File: config.mk
export PLATFORM = sky130hd
export DESIGN_NAME = rx_dispatch
export DESIGN_NICKNAME = d
export VERILOG_FILES = /design/src/rtl/rx_dispatch.sv
export SDC_FILE = /design/constraint.sdc
export NUM_CORES = 1
export LEC_CHECK = 0
export BUFFER_PORTS_ARGS = -buffer_cell sky130_fd_sc_hd__buf_4
export CAP_MARGIN = 15
export CORE_MARGIN = 1
export CORE_UTILIZATION = 53
export CTS_CLUSTER_SIZE = 28
export DETAILED_ROUTE_END_ITERATION = 10
export GPL_TIMING_DRIVEN = 0
export PLACE_DENSITY_LB_ADDON = 0.05
export SLEW_MARGIN = 25
export SYNTH_ARGS = -nofsm -noshare
export SYNTH_HDL_FRONTEND = slang
export SYNTH_SLANG_ARGS = --single-unit
File: constraint.sdc
create_clock -name clk -period 4.8 [get_ports clk]
set_input_delay 0.48 -clock clk [delete_from_list [all_inputs] [get_ports clk]]
set_output_delay 0.48 -clock clk [all_outputs]
set_load 0.02 [all_outputs]
File: src/rtl/rx_dispatch.sv
module rx_dispatch #(
  parameter int ADDR_W = 12,
  parameter int DEST_W = 4,
  parameter int SEQ_W  = 12
) (
  input  logic              clk,
  input  logic              rst_n,
  input  logic              pkt_valid,
  input  logic [1:0]        pkt_kind,
  input  logic              pkt_tlp_crc_ok,
  input  logic              pkt_lc_crc_ok,
  input  logic [ADDR_W-1:0] pkt_addr,
  input  logic [DEST_W-1:0] pkt_dest,
  input  logic [SEQ_W-1:0]  pkt_seq,
  input  logic              rt_we,
  input  logic [DEST_W-1:0] rt_idx,
  input  logic              rt_qsel,
  output logic              st_valid,
  output logic              st_tlp,
  output logic              sq1_en,
  output logic              sq2_en,
  output logic [ADDR_W-1:0] sq_addr,
  output logic              drop,
  output logic              ack_en,
  output logic [SEQ_W:0]    ack_entry,
  output logic              rc_en,
  output logic [ADDR_W-1:0] rc_addr,
  output logic              rc_ok
);
  localparam int ENTRIES = 1 << DEST_W;
  localparam logic [1:0] KIND_TXN = 2'b01;
  localparam logic [1:0] KIND_LNK = 2'b10;

  logic [ENTRIES-1:0] map_hit, map_q2;
  logic [ADDR_W-1:0]  addr_q;
  logic is_txn, is_lnk, crc_good, route_ok, hit, to_q2;

  assign is_txn   = pkt_valid && (pkt_kind == KIND_TXN);
  assign is_lnk   = pkt_valid && (pkt_kind == KIND_LNK);
  assign crc_good = (is_txn && pkt_tlp_crc_ok) || (is_lnk && pkt_lc_crc_ok);
  assign route_ok = is_txn && pkt_tlp_crc_ok;
  assign hit      = map_hit[pkt_dest];
  assign to_q2    = map_q2[pkt_dest];

  always_ff @(posedge clk) begin
    if (!rst_n) begin
      map_hit <= '0;
      map_q2  <= '0;
    end else if (rt_we) begin
      map_hit[rt_idx] <= 1'b1;
      map_q2[rt_idx]  <= rt_qsel;
    end
  end

  always_ff @(posedge clk) begin
    if (!rst_n) begin
      st_valid  <= 1'b0;
      st_tlp    <= 1'b0;
      sq1_en    <= 1'b0;
      sq2_en    <= 1'b0;
      drop      <= 1'b0;
      ack_en    <= 1'b0;
      ack_entry <= '0;
      rc_en     <= 1'b0;
      rc_ok     <= 1'b0;
      addr_q    <= '0;
    end else begin
      st_valid  <= crc_good;
      st_tlp    <= is_txn;
      sq1_en    <= route_ok && hit && !to_q2;
      sq2_en    <= route_ok && hit && to_q2;
      drop      <= route_ok && !hit;
      ack_en    <= is_txn;
      ack_entry <= is_txn ? {!pkt_tlp_crc_ok, pkt_seq} : '0;
      rc_en     <= is_lnk;
      rc_ok     <= is_lnk && pkt_lc_crc_ok;
      addr_q    <= pkt_valid ? pkt_addr : '0;
    end
  end

  assign sq_addr = addr_q;
  assign rc_addr = addr_q;
endmodule

After elaboration in Yosys (flattened, before gate mapping)
Cells that the tools add are included.
Word-level totals
  output and inout port bits: 45
  register bits: 64
  input port bits: 41
Cells by class
  reductions and logical operators: 15
  bitwise operators: 1
  $lt $le $gt $ge: 3
  eq/ne operators: 2
  muxes and demuxes: 7
Operator list (count)
  bitwise mux 16 bit: 1
  OR 16 bit: 1
  less-than comparator 4 x 5 -> 1 bit (second input constant): 2
  logical AND 1 bit: 9
  binary-select mux 1 bit (select 4 bit): 2
  demux 1 bit (select 4 bit): 1
  >= comparator 4 x 1 -> 1 bit (second input constant): 1
  AND reduction 2 bit: 2
  zero test 1 bit: 3
  2-to-1 mux 1 bit: 3
  equality test 2 x 1 -> 1 bit (second input constant): 1
  equality test 2 bit (second input constant): 1
  logical OR 1 bit: 1

Depth between registers and ports, before layout
  depth after elaboration: 5
  mapped depth: 5
  mapped depth without buffers: 3

Worst setup path after synthesis
No wires, ideal clock.
  path kind: input -> register
  start point: input port pkt_dest[2]
  end point: register sq2_en
  cell stages on the path: 4
  arrival time: 1734 ps
  setup slack: 2950 ps
  cell sequence: clkbuf_1 > mux4_2 > mux4_2 > and3b_1
Between the ends
  longest elaborated chain between the ends: 4
  elaborated cells between the ends (all ways): 6
  those cells by class: 4 x mux; 2 x reduce/logical
Ends and longest elaborated chain
  start: declaration: line 13  | input logic [DEST_W-1:0] pkt_dest,
  binary-select mux 1 bit (select 4 bit): line 42  | assign hit = map_hit[pkt_dest];
  2-to-1 mux 1 bit (not written as such): line 42
  logical AND 1 bit: line 71  | sq2_en <= route_ok && hit && to_q2;
  logical AND 1 bit (*): line 71
  end signal: assignment: line 71
  end: declaration: line 21  | output logic sq2_en,
Every way passes the cells marked *; elsewhere a longest branch is shown, timed or not. The select of a mux whose other input is x is not followed.
A chain may end at the register's enable or synchronous reset.

Final worst setup path
Same ends and word-level chain as after synthesis.

==> summary.txt <==
Layout
  – Layout cell share with drive strength beyond 1: 0.379
  – Nets@finish: 366
  – Post-route cell area: 0.00333 sq mm
  – Diode count: 0
  – Filler cells: 314
  – Synth-to-layout area growth: 34.5%

GRT
  – GRT overflow: 0
  – Total GRT Usage: 0.259
  – Initial antenna violation count: 0
  – Largest net degree at the start of global routing: 12
  – First-pass GRT wire length: 9.74 mm
  – Vias in the first global route: 1919

Placement
  – Dpl hpwl: 4.27 mm
  – Area of placed instances: 0.00314 sq mm
  – Port bufs: 80
  – DP Worst Slack: 2690 ps
  – GPL Wtd Cong: 0.869

Outcome
  – Status: completed

Worst hold path
  – Cells on Worst Hold Path: 2
  – Hold Path Class: primary input to flip-flop

Die
  – Top-Level Pins: 86
  – Die height: 70.3 um
  – Initial Utilization: 0.560
  – Die area: 0.00494 sq mm
  – Core Footprint: 0.00441 sq mm
  – Placement Rows: 24
  – Die width: 70.3 um

Detailed routing
  – Wirelength per Cell: 15.6 um
  – Vias per cell: 5.39
  – Pre-antenna DRT Iters: 4
  – DRT antenna net count: 0
  – Vias: 2059
  – Drt total wl: 5.96 mm
  – Initial drt markers: 142
  – Drt drc: 0

Pwr
  – Leakage power: 1.46 nW
  – Pwr Density: 326 mW/mm^2
  – VDD IR max: 0.000198 V

Critical path
  – CP delay by family, top: multiplexers
  – Number of stages on the worst setup path: 4
  – Worst Setup End Kind: flip-flop
  – Crit path top cell by count: mux4_2
  – Critical path required time: 5040 ps
  – Kind of critical path: primary input to flip-flop
  – Slowest cell on the critical path: mux4_2
  – Number of buffers and inverters on the critical path: 1
  – Crit Path Max Fanout: 8
  – Crit path DAT: 1980 ps
  – Max incr delay on CP: 500 ps
  – CP cell instances: clkbuf_1 > mux4_2 > mux4_2 > and3b_1
  – R2R depth: 3
  – Type of origin of the critical path: primary input

Synthesis
  – Commonest cells post-synth: dfxtp_1 (64), clkbuf_1 (17), a21boi_0 (16), o21ai_0 (16), nor2b_1 (15)
  – Post-synth top area share: 0.518
  – Number of distinct library cells after synthesis: 24
  – Post-Syn Area per Cell: 10.6 sq um
  – Cells after synthesis: 234
  – Synth warn: 0
  – Seq/Total Area, Yosys: 0.518
  – Number of synthesized flops with an enable pin: 0
  – Post-synthesis async set-or-reset flop share: 0
  – Ranking of synthesized cells by area: dfxtp_1 (52%), mux4_2 (9.1%), a21boi_0 (4.9%)
  – Most frequent cell after synthesis: dfxtp_1
  – Synth area leader: dfxtp_1
  – Syn Nets: 275
  – Yosys reg bits: 64
  – Main flop type after synthesis: dfxtp_1
  – Post-Synthesis Cell Area: 0.00247 sq mm

STA
  – RSZ-0062 raised after global routing: no
  – TNS Setup: 0 ps
  – Max_slew headroom: 0.620
  – Final worst slack: 3070 ps
  – Endpoints failing setup: 0
  – Final min period: 1730 ps
  – Slew @ Worst Pin: 567 ps
  – Final Max Slew Viols: 0
  – Highest clock rate: 577 MHz
  – Setup Skew: 2.47 ps
  – Tcrit/Tclk final: 0.361
  – Final Hold Fails: 0

Clock tree
  – CTS H-Tree Depth: 3
  – Clock sink total: 64
  – Worst-path clk slew: 70 ps
  – Postcts setup bufs: 0
  – CTS tree: done
  – Num CTS Buffers: 9
  – Post-CTS sizing: 0
  – Deepest clock path buffer count: 2
  – Clk Latency, worst-skew pair: 340 ps
  – CTS Hold Bufs: 0
  – CTS root buf: clkbuf_8

Flow run
  – MaxCap Viol Count: 0
==> layout by cell type (no fill, tap or decap), types with 4 or more instances in the layout <==
| cell type | synthesis | routed |
|---|---|---|
| a21boi_0 | 16 | 16 |
| a21oi_1 | 12 | 12 |
| and2_1 | 13 | 13 |
| and3_1 | 13 | 13 |
| buf_4 | 13 | 93 |
| clkbuf_1 | 17 | 17 |
| clkbuf_8 | 0 | 11 |
| dfxtp_1 | 64 | 64 |
| mux4_2 | 10 | 10 |
| nand3_1 | 13 | 13 |
| nand4_1 | 4 | 4 |
| nor2_1 | 6 | 6 |
| nor2b_1 | 15 | 15 |
| o21a_1 | 4 | 4 |
| o21ai_0 | 16 | 16 |
==> metrics by stage <==
| stage | total power, mW | util | hold WS, ps | std cells |
|---|---|---|---|---|
| after floorplan | 0.620 | - | 435 | 234 |
| after global placement | 0.671 | 0.711 | 445 | 366 |
| after detailed placement | 0.674 | 0.711 | 452 | 366 |
| after CTS | 1.09 | 0.752 | 282 | 382 |
| after global routing | 1.12 | 0.753 | 282 | 382 |
| final | 1.08 | 0.753 | 291 | 382 |
==> kinds of logic (layout without fill, tap and decap cells) <==
logic type,after synthesis,in the layout,synth area share
simple gates,80,80,0.199
flops,64,64,0.518
compound gates,48,48,0.117
buf+inv,32,128,0.0744
mux,10,10,0.0911
==> worst paths after layout <==
path	start	to	slack, ps
setup / recovery	pkt_dest[2]	sq2_en$_SDFF_PN0_	3070
hold / removal	pkt_tlp_crc_ok	ack_entry[12]$_SDFF_PN0_	290
setup reg to reg	map_hit[15]$_SDFFE_PN0P_	sq2_en$_SDFF_PN0_	3210
hold reg to reg	map_hit[14]$_SDFFE_PN0P_	map_hit[14]$_SDFFE_PN0P_	470
==> registers in the layout (all words and copies together) (netlist names), 12 cells and up <==
name and flops:
map_hit 16, rc_addr 12, ack_entry 13, map_q2 16
==> power breakdown <==
| part | internal, mW | switching [mW] | total [mW] |
|---|---|---|---|
| Clock | 0.213 | 0.208 | 0.421 |
| Combinational | 0.0586 | 0.0567 | 0.115 |
| Sequential | 0.542 | 0.00514 | 0.548 |
==> area by class of cell <==
class                           count  area [sq um]  share of cell area
Buffer                             32           184              0.0553
Clock buffer                       11           151              0.0455
Clock inverter                      5          31.3             0.00941
Multi-Input combinational cell    138          1010               0.304
Sequential cell                    64          1280               0.385
Tap cell                           52          65.1              0.0196
Timing Repair Buffer               80           601               0.181
==> metal layers <==
layer / up-vias / wire (um) / GRT usage
li1: 986 / - / -
met1: 967 / 2610 / 0.332
met2: 98 / 2840 / 0.417
met3: 8 / 448 / 0.0851
met4: 0 / 61 / 0.0733
met5: - / 0 / 0
No activity file was read; power rests on OpenSTA's default activity.
